===== src/rtl/rnd_pkg.sv =====
package rnd_pkg;

  typedef enum logic [1:0] {
    RND_TRUNC   = 2'd0,
    RND_HALF_UP = 2'd1,
    RND_AWAY    = 2'd2,
    RND_CONV    = 2'd3
  } rnd_mode_e;

  // Decide whether the kept value must be bumped by one LSB.
  function automatic logic rnd_want_inc(
    input rnd_mode_e mode,
    input logic      half,
    input logic      tie,
    input logic      above,
    input logic      neg,
    input logic      lsb
  );
    logic r;
    case (mode)
      RND_TRUNC:   r = 1'b0;
      RND_HALF_UP: r = half;
      RND_AWAY:    r = above | (tie & ~neg);
      default:     r = above | (tie & lsb);
    endcase
    return r;
  endfunction

  // Largest positive code of a W-bit signed field, as a mask test.
  function automatic logic rnd_is_maxpos(input logic sign, input logic all_low_ones);
    return ~sign & all_low_ones;
  endfunction

endpackage


===== src/rtl/rnd_frac_classify.sv =====
module rnd_frac_classify #(
  parameter int DW = 4
) (
  input  logic [DW-1:0] frac,
  output logic          half,
  output logic          tie,
  output logic          above
);
  logic rest_zero;

  assign half = frac[DW-1];

  generate
    if (DW == 1) begin : g_single
      assign rest_zero = 1'b1;
    end else begin : g_multi
      assign rest_zero = (frac[DW-2:0] == '0);
    end
  endgenerate

  assign tie   = half & rest_zero;
  assign above = half & ~rest_zero;
endmodule


===== src/rtl/rnd_inc_select.sv =====
module rnd_inc_select
  import rnd_pkg::*;
#(
  parameter rnd_mode_e MODE = RND_CONV
) (
  input  logic half,
  input  logic tie,
  input  logic above,
  input  logic neg,
  input  logic lsb,
  output logic inc
);
  assign inc = rnd_want_inc(MODE, half, tie, above, neg, lsb);
endmodule


===== src/rtl/rnd_sat_add.sv =====
module rnd_sat_add
  import rnd_pkg::*;
#(
  parameter int W = 12
) (
  input  logic [W-1:0] kept,
  input  logic         inc,
  output logic [W-1:0] sum,
  output logic         sat
);
  logic low_ones;

  assign low_ones = &kept[W-2:0];
  assign sat      = inc & rnd_is_maxpos(kept[W-1], low_ones);
  assign sum      = kept + W'(inc);
endmodule


===== src/rtl/sig_round_stage.sv =====
module sig_round_stage
  import rnd_pkg::*;
#(
  parameter int        IW   = 16,
  parameter int        OW   = 12,
  parameter rnd_mode_e MODE = RND_CONV
) (
  input  logic          clk,
  input  logic          rst_n,
  input  logic          ce,
  input  logic [IW-1:0] i_data,
  input  logic          i_sync,
  output logic [OW-1:0] o_data,
  output logic          o_sync
);
  localparam int DW = IW - OW;
  localparam logic [OW-1:0] MAXP = {1'b0, {(OW-1){1'b1}}};

  logic [OW-1:0] rnd_kept;
  logic [DW-1:0] rnd_frac;
  logic          rnd_half;
  logic          rnd_tie;
  logic          rnd_above;
  logic          rnd_inc;
  logic [OW-1:0] rnd_sum;
  logic          rnd_sat;
  logic [OW-1:0] rnd_val;

  assign rnd_kept = i_data[IW-1:DW];
  assign rnd_frac = i_data[DW-1:0];

  rnd_frac_classify #(.DW(DW)) u_cls (
    .frac  (rnd_frac),
    .half  (rnd_half),
    .tie   (rnd_tie),
    .above (rnd_above)
  );

  rnd_inc_select #(.MODE(MODE)) u_sel (
    .half  (rnd_half),
    .tie   (rnd_tie),
    .above (rnd_above),
    .neg   (i_data[IW-1]),
    .lsb   (rnd_kept[0]),
    .inc   (rnd_inc)
  );

  rnd_sat_add #(.W(OW)) u_add (
    .kept (rnd_kept),
    .inc  (rnd_inc),
    .sum  (rnd_sum),
    .sat  (rnd_sat)
  );

  assign rnd_val = rnd_sat ? MAXP : rnd_sum;

  always_ff @(posedge clk or negedge rst_n) begin
    if (!rst_n) begin
      o_data <= '0;
      o_sync <= 1'b0;
    end else if (ce) begin
      o_data <= rnd_val;
      o_sync <= i_sync;
    end
  end
endmodule


===== config.mk =====
export PLATFORM = sky130hd
export DESIGN_NAME = sig_round_stage
export DESIGN_NICKNAME = d
export VERILOG_FILES = /design/src/rtl/rnd_pkg.sv /design/src/rtl/rnd_frac_classify.sv /design/src/rtl/rnd_inc_select.sv /design/src/rtl/rnd_sat_add.sv /design/src/rtl/sig_round_stage.sv
export SDC_FILE = /design/constraint.sdc
export NUM_CORES = 1
export LEC_CHECK = 0
export BUFFER_PORTS_ARGS = -buffer_cell sky130_fd_sc_hd__buf_4
export CORE_MARGIN = 3
export CORE_UTILIZATION = 40
export DETAILED_ROUTE_END_ITERATION = 6
export PLACE_DENSITY = 0.69
export REMOVE_ABC_BUFFERS = 1
export SLEW_MARGIN = 15
export SYNTH_ARGS = -nofsm -noshare
export SYNTH_HDL_FRONTEND = slang
export SYNTH_SLANG_ARGS = --single-unit

===== constraint.sdc =====
create_clock -name clk -period 1.6 [get_ports clk]
set_clock_uncertainty 0.2 [all_clocks]
set_input_delay 0.16 -clock clk [delete_from_list [all_inputs] [get_ports clk]]
set_output_delay 0.16 -clock clk [all_outputs]
set_load 0.1 [all_outputs]

**After elaboration in Yosys (flattened, before gate mapping)**

Cells that the tools add are included.

- Memories kept: 0
- Output and inout bits: 13
- Register bits: 13
- Bits of input ports: 20
- Memory bits (writable): 0
- Memory bits (read-only): 0
- Bits in latches: 0
- Word-level logic and storage cells: 14

- Multiply operators: 0
- Eq/ne operators: 0
- Divide/modulo/power cells: 0
- Shift-type cells: 0
- Magnitude comparators: 0
- Reductions and logical operators: 2
- Bitwise logic cells: 8
- Add/subtract/negate cells: 1
- Mux-type cells: 1

Operator list:

| cell | number |
|---|---|
| $add A12 B1 Y12 | 1 |
| $mux W12 | 1 |
| $reduce_and A11 Y1 | 1 |
| $and A1 B1 Y1 | 5 |
| $logic_not A3 Y1 | 1 |
| $not A1 Y1 | 2 |
| $or A1 B1 Y1 | 1 |

**Longest topological paths before layout**

Gate-level depths: netlist of run 1.

- Depth after elaboration: 6
- Gate-level depth with buffers: 5
- Gate-level depth less buffers: 5

**Cells and area by module**

From an unflattened synthesis of run 1, not the netlist that was laid out.

- Cell total of the unflattened synthesis: 86
- Area total of the unflattened synthesis: 810.8 um2

Modules (own cells, without submodules):

| module | area an instance (um2) | times used | cells an instance | sequential area each (um2) |
|---|---|---|---|---|
| sig_round_stage | 544.3 | 1 | 54 | 325.3 |
| rnd_sat_add | 227.7 | 1 | 28 | 0.0 |
| rnd_frac_classify | 31.3 | 1 | 3 | 0.0 |
| rnd_inc_select | 7.5 | 1 | 1 | 0.0 |

**Worst setup path after synthesis of run 1**

Ideal clock, no wire load.

- Kind: register to register
- Start point: register o_sync (netlist name)
- End point: register o_sync
- Setup slack: 144 ps
- Required time: 1275 ps
- Library setup time: 125 ps
- Arrival time: 1130 ps
- Cell stages (with the launch flop): 2
- Path through: dfrtp_1 > mux2_2

RTL lines:

| item | RTL line | source |
|---|---|---|
| end signal: assignment | sig_round_stage.sv:63 | `o_sync <= i_sync;` |
| end: declaration | sig_round_stage.sv:14 | `output logic o_sync` |

**Worst setup path in the final report of run 1**

- Start point: register o_data[4]
- End point: output port o_data[4]

RTL lines:

| item | RTL line | source |
|---|---|---|
| start: declaration | sig_round_stage.sv:13 | `output logic [OW-1:0] o_data,` |
| start signal: assignment | sig_round_stage.sv:62 | `o_data <= rnd_val;` |

No word-level cell between the ends.

==> results of run 1 <==
[flip-flops by register name (all words and copies together) (netlist names)]
register / flops
o_data: 12
o_sync: 1
[cells in the final DEF, fill, tap and decap left out, types with 2 or more instances in the layout]
master,synthesis,layout
nand2_1,3,3
or3_1,3,3
nand4_1,2,2
clkbuf_4,0,3
a31oi_1,5,5
mux2_2,2,2
o21ai_0,4,4
buf_4,0,36
nor2_1,11,11
xor2_1,2,2
dlygate4sd3_1,0,2
o31ai_1,3,3
dfrtp_1,13,13
a41oi_2,5,5
nand3_1,3,3
or4_1,3,3
inv_1,3,3
[per-layer routing]
| layer | share of wire | vias up |
|---|---|---|
| met5 | 0 | - |
| met2 | 0.49 | 23 |
| met1 | 0.44 | 344 |
| li1 | - | 366 |
| met4 | 0.012 | 0 |
| met3 | 0.063 | 3 |
[cells by family after synthesis]
logic type                 count (synthesis)
AOI/OAI and AO/OA                         20
xor gates and xnor gates                   3
adders and majority gates                  1
buffers and inverters                      7
DFF                                       13
muxes                                      2
and+or+nand+nor                           29
[worst max path at each step]
stage,startpoint,endpoint,cells past startpoint
finish,o_data[4],o_data[4],1
global route,i_data[4],o_data[10],7
CTS,o_data[4],o_data[4],1
detailed placement,i_data[15],o_data[4],4
global placement,i_data[15],o_data[5],4
floorplan,o_sync,o_sync,1
[cell usage after synthesis, drive strengths merged, types with 2 or more instances]
library cell and number:
xor2 2, nor2 11, nand4 3, inv 3, o31ai 3, a31oi 5, dfrtp 13, nand3 3
or3 3, nand2 3, clkbuf 3, mux2 2, or4 4, o21ai 4, a41oi 6
[power by group]
group | internal (mW) | switching (mW)
Combinational | 0.114 | 0.328
Sequential | 0.361 | 0.0163
Clock | 0.0928 | 0.116
[repair_timing]
| item | CTS | global route |
|---|---|---|
| hold buffers | 2 | 0 |
| hold endpoints to repair | 14 | 0 |
| endpoints found under the setup margin | 0 | 0 |
[area by class of cell]
type | count | area (um^2) | share of cell area
Inverter | 3 | 11.3 | 0.0103
Tap cell | 25 | 31.3 | 0.0285
Multi-Input combinational cell | 55 | 412 | 0.375
Sequential cell | 13 | 325 | 0.296
Clock inverter | 1 | 5.00 | 0.00456
Timing Repair Buffer | 38 | 290 | 0.265
Clock buffer | 3 | 22.5 | 0.0205
[per-stage QoR]
| stage | hold WS [ns] | area (um^2) |
|---|---|---|
| final | 0.00776 | 1100 |
| after global routing | 0.0196 | 1100 |
| after CTS | 0.00688 | 1100 |
| after detailed placement | -0.186 | 1050 |
| after global placement | -0.187 | 1050 |
| after floorplan | -0.336 | 748 |
==> impl_results.md, run 1 <==
* DRT iter0 DRCs at 3
* Die H at 49.9 um
* Worst slew pin tran at 0.363 ns
* Met2 Use GR at 0.291
* Postcts setup bufs at 0
* Post-DP HPWL at 1.37 mm
* Utilization after layout at 0.622
* Fin. Hold Viols at 0
* Post-synthesis mux area share at 0.0292
* CTS tree: built
* R2R setup slack at 0.66 ns
* Fin Setup TNS at 0 ns
* Worst-path clk slew at 0.09 ns
* PortBufs at 32
* Hold Crit Class: input pin to flop
* Vias in the first global route at between 700 and 800
* GRT Util Overall at 0.160
* Clk Latency, worst-skew pair at 0.28 ns
* Diodes inserted at 0
* Max IR drop VDD at 0.000511 V
* Gpl congestion at 0.745
* Crit path required time at 1.24 ns
* CTS buffer count at 3
* Post-Route WL at 1.81 mm
* Die ar. at 2490 um^2
* Slew Limit Fails at 0
* Initial antenna violation count at 0
* Via count at 736
* Reg-to-Reg End: o_sync
* Core area at approximately 1800 um^2
* Post-cts resize count at 0
* GRT busiest layer: met2
* CP Class: flop to output pin
* Synth Area in XOR/XNOR at 0.0341
* Clk sink count at 13
* Minimum clock period after layout at 1.30 ns
* Worst r2r src: o_sync
* Nets@finish at approximately 140
* Largest cells by area after synthesis: dfrtp_1 (42%), a41oi_2 (11%), nor2_1 (5.4%)
* Hold path cells at 3
* Largest net degree at the start of global routing at 26
* Pleak at 0.451 nW
* Synth Instances at 75
* Worst Reg-to-Reg Cells at 1
* HP Start: i_data[6]
* P&R area growth vs syn at 42.4%
* WP buf/inv at 1
* Slowest-stage cell, CP: dfrtp_1
* Area share of the largest cell type after synthesis at 0.422
* Synth area leader: dfrtp_1
* Layout Cells excl Fill at ~140
* Worst-path maximum fanout at 2
* Synth Area in Simple Gates at 0.219
* CP Launch Type: flop
* Relative slew slack at 0.755
* CP top delay family: flip-flops
* Initial Util at 0.437
* Slowest Stage Delay on Critical Path at 0.36 ns
* # IOs at 33
* Compound-Gate Fraction of Synth Area at 0.235
* Max clock buf depth at 2
* Fillers at 164
* Global-route wire length before repair at 3.02 mm
* Status: finished clean
* Critical Path Sink Type: output pin
* Power Total at 1.03 mW
* Met3 Use GR at 0.0423
* Layout cells sized above 1 at 0.434
* Largest family of logic cells by synthesized area: compound AO/OA/AOI/OAI gates
* Total global routing overflow at 0
* Chip width at 49.9 um
* H-tree depth at 1
* RSZ-0062 raised after global routing: no
* #FFs+latches synth at 13
* Residual DRC at 0
* Placement row count at 15
* Met1 usage at 0.172
* Hold path endpoint: o_data[2]
* Async set or reset register ratio after synthesis at 1.00
* FMAX at 772 MHz
* Sequential area share after synthesis at 0.422
* Post-synth EDFFs at 0
* Vias per cell at 5.33
* Synth cell types at 25
* DP Worst Slack at 0.00748 ns
* Crit path setup slack, layout at 0.304 ns
* Critical path, cell by cell: buf_4
* CTS Root Cell: clkbuf_4
* DP Cell Count at 132
* PD cells at 937 nW/um^2
* Max cap viols at 0
* YS warnings at 0
* Drt pass-1 iters at 2
* Final ANT Viol Nets at 0
* Mapped cell area at 771 um^2
* Period utilization at 0.810
* Main flop type after synthesis: dfrtp_1
* Synthesized area per cell at ~10 um^2
* Wire length per cell at 13.1 um
* Post-synthesis adder-cell area fraction at 0.0162
* Final setup violating endpoints at 0
* Worst EP arrival at roughly 0.94 ns
Power figures use the tool's default switching activity.
==> inputs of run 2 (changes only) <==
Clock period 1.6 ns to 1.2 ns, I/O delays scaled along.
==> run 2 against run 1 <==
  * Count of clock-buffer cells in the layout is 1 higher
  * Critical path type is now input pin to flop
  * Sequential cell count is the same
  * Die area unchanged
  * Largest cell class is now non-clock buffers
  * The flow now finishes with violations (negative hold slack, negative setup slack)
  * Cell count increased by 12%
==> impl_results.md, run 2 (synthesis gave the netlist of run 1 again) <==
* R2R setup slack at 0.19 ns (-0.47 ns)
* Period utilization at 1.02
* Worst EP arrival at 1.23 ns (+0.29 ns)
* Biggest register: o_data
* CP Launch Type: input pin
* DRT iter0 DRCs at 15 (+12)
* Slew Limit Fails at 0 (unchanged)
* CP Class: input pin to flop
* Vias per cell at 5.71 (+7.0%)
* Post-DP HPWL at 1.52 mm (+11%)
* Max reg flops at 12 (unchanged)
* Critical Path Sink Type: flop
* Final setup violating endpoints at 13 (+13)
* Met2 wire length at 1.49 mm (+68%)
* Residual DRC at 0 (unchanged)
* CTS buffer count at 3 (unchanged)
* CTS tree: built
* Max cap viols at 0 (unchanged)
* Worst-path clk slew at 0.09 ns (about the same)
* CP endpoint: o_data[4]
* Initial antenna violation count at 0 (unchanged)
* Initial Util at 0.437 (unchanged)
* Diodes inserted at 0 (unchanged)
* Clk Latency, worst-skew pair at 0.28 ns (about the same)
* Worst setup startpoint: i_data[14]
* Post-route cell area at 1470 um^2 (+34%)
* Most common cell after layout, fill and taps aside: buf_4
* Global-route wire length before repair at 3.85 mm (+28%)
* Relative slew slack at 0.695 (-0.0600)
* Minimum clock period after layout at 1.23 ns
* P&R area growth vs syn at 91.1%
* CP top delay family: simple AND/OR/NAND/NOR gates
* WP buf/inv at 1 (unchanged)
* PD cells at 1090 nW/um^2 (+16%)
* Crit path setup slack, layout at -0.0296 ns (-0.333 ns)
* Fin Setup TNS at -0.143 ns (-0.143 ns)
* Clk sink count at 13 (unchanged)
* GRT Util Overall at 0.203 (+0.0432)
* H-tree depth at 1 (unchanged)
* Max layer used: met4
* # IOs at 33 (unchanged)
* Wire length per cell at 18.6 um (+42%)
* DP Worst Slack at -0.344 ns (-0.352 ns)
* Drt pass-1 iters at 4 (+2)
* Worst slew pin tran at 0.453 ns (+0.0897 ns)
* Total global routing overflow at 0 (unchanged)
* Worst Reg-to-Reg Cells at 1 (unchanged)
* Final ANT Viol Nets at 0 (unchanged)
* Largest net degree at the start of global routing at 17 (-35%)
* Gpl congestion at 0.741 (-0.50%)
* WHS at -0.0556 ns (-0.0633 ns)
* Crit path required time at 1.20 ns (-0.04 ns)
* Reg-to-Reg End: o_sync
* Die ar. at 2490 um^2 (unchanged)
* # hold bufs at CTS at 6 (+4)
* Placement row count at 15 (unchanged)
* Fin. Hold Viols at 4 (+4)
* CTS Root Cell: clkbuf_4
* Via count at 879 (+19%)
* WL met1 at 1.11 mm (+41%)
* Hold Crit Class: input pin to flop
* Chip width at 49.9 um (unchanged)
* Max IR drop VDD at 0.000809 V (+58%)
* Post-Route WL at 2.86 mm (+58%)
* Max clock buf depth at 2 (unchanged)
* Violated checks: negative hold slack, negative setup slack
* Nets@finish at 151 (+12%)
* Commonest cells after routing, fill and taps aside: buf_4 (28), dfrtp_1 (13), buf_12 (12)
* Status: finished with violations
* RSZ-0062 raised after global routing: yes
* Pleak at 0.607 nW (+35%)
* Die H at 49.9 um (unchanged)
* Slowest-stage cell, CP: or4_4
* Placed Area at 1120 um^2 (+6.4%)
* Fillers at 109 (-34%)
* WL met3 at 173 um (+53%)
* Layout cells sized above 1 at 0.543 (+0.109)
* PortBufs at 32 (unchanged)
* Critical path, cell by cell: buf_6 -> nand4_1 -> or4_4 -> a31oi_2
* Crit path depth at 4 (+3)
* Worst-path maximum fanout at 6 (+4)
* Biggest regs: o_data (12), o_sync (1)
* Vias in the first global route at 866 (+22%)
* Slowest Stage Delay on Critical Path at 0.64 ns (+0.28 ns)
* Worst r2r src: o_sync
* FMAX at 813 MHz
* Core area at 1760 um^2 (unchanged)
run 2: cell count changes in the layout (fill, tap and decap cells not counted), moves of 2 or more:
cell,before,now
o31ai_2,0,2
buf_6,0,5
or4_4,1,4
buf_4,36,28
dlygate4sd3_1,2,6
o31ai_1,3,1
or4_1,3,1
buf_12,0,12
run 2: routing by layer:
| metal | GRT usage | vias up |
|---|---|---|
| li1 | - | 405 |
| met1 | 0.228 | 418 |
| met2 | 0.357 | 42 |
| met3 | 0.0393 | 14 |
| met4 | 0.111 | 0 |
| met5 | 0 | - |
run 2: how the worst min path moves through the flow:
stage | from | to | slack, ns | cells past startpoint
6_report | i_data[14] | o_data[10] | -0.06 | 3
5_1_grt | i_data[14] | o_data[10] | -0.05 | 3
4_1_cts | i_data[14] | o_data[10] | -0.04 | 3
3_5_place_dp | rst_n | o_data[2] | -0.22 | 1
3_3_place_gp | rst_n | o_data[3] | -0.23 | 1
2_1_floorplan | rst_n | o_data[0] | -0.38 | 0
run 2: power breakdown:
group,leakage (nW),total (mW),switching [mW],internal (mW)
Sequential,0.146,0.530,0.0491,0.481
Clock,0.0150,0.287,0.158,0.129
Combinational,0.445,0.785,0.478,0.307
Total,0.607,1.60,0.685,0.917
run 2: tightest hold or removal path, stage by stage:
cell,delay (ns)
buf_6,0.10
o31ai_2,0.06
a41oi_2,0.11
run 2: final cells by class:
class	instances	area, um^2	area share
Clock buffer	4	26.3	0.0178
Inverter	3	11.3	0.00765
Multi-Input combinational cell	57	497	0.337
Sequential cell	13	325	0.221
Tap cell	25	31.3	0.0212
Timing Repair Buffer	52	582	0.395
run 2: stage by stage:
stage | power [mW] | hold WS [ns] | utilization | std cells
after floorplan | 0.913 | -0.376 | - | 71
after CTS | 1.52 | -0.0384 | 0.763 | 152
after detailed placement | 1.12 | -0.224 | 0.633 | 141
final | 1.60 | -0.0556 | 0.835 | 154
after global placement | 1.12 | -0.228 | 0.633 | 141
after global routing | 1.66 | -0.0498 | 0.835 | 154
run 2: what timing repair did:
| item | CTS | global route |
|---|---|---|
| pin swaps | 3 | 8 |
| gates cloned | 1 | 1 |
| buffers inserted | 0 | 1 |
| hold endpoints to repair | 20 | 3 |
| setup endpoints to repair | 24 | 25 |
| resized for setup | 34 | 23 |
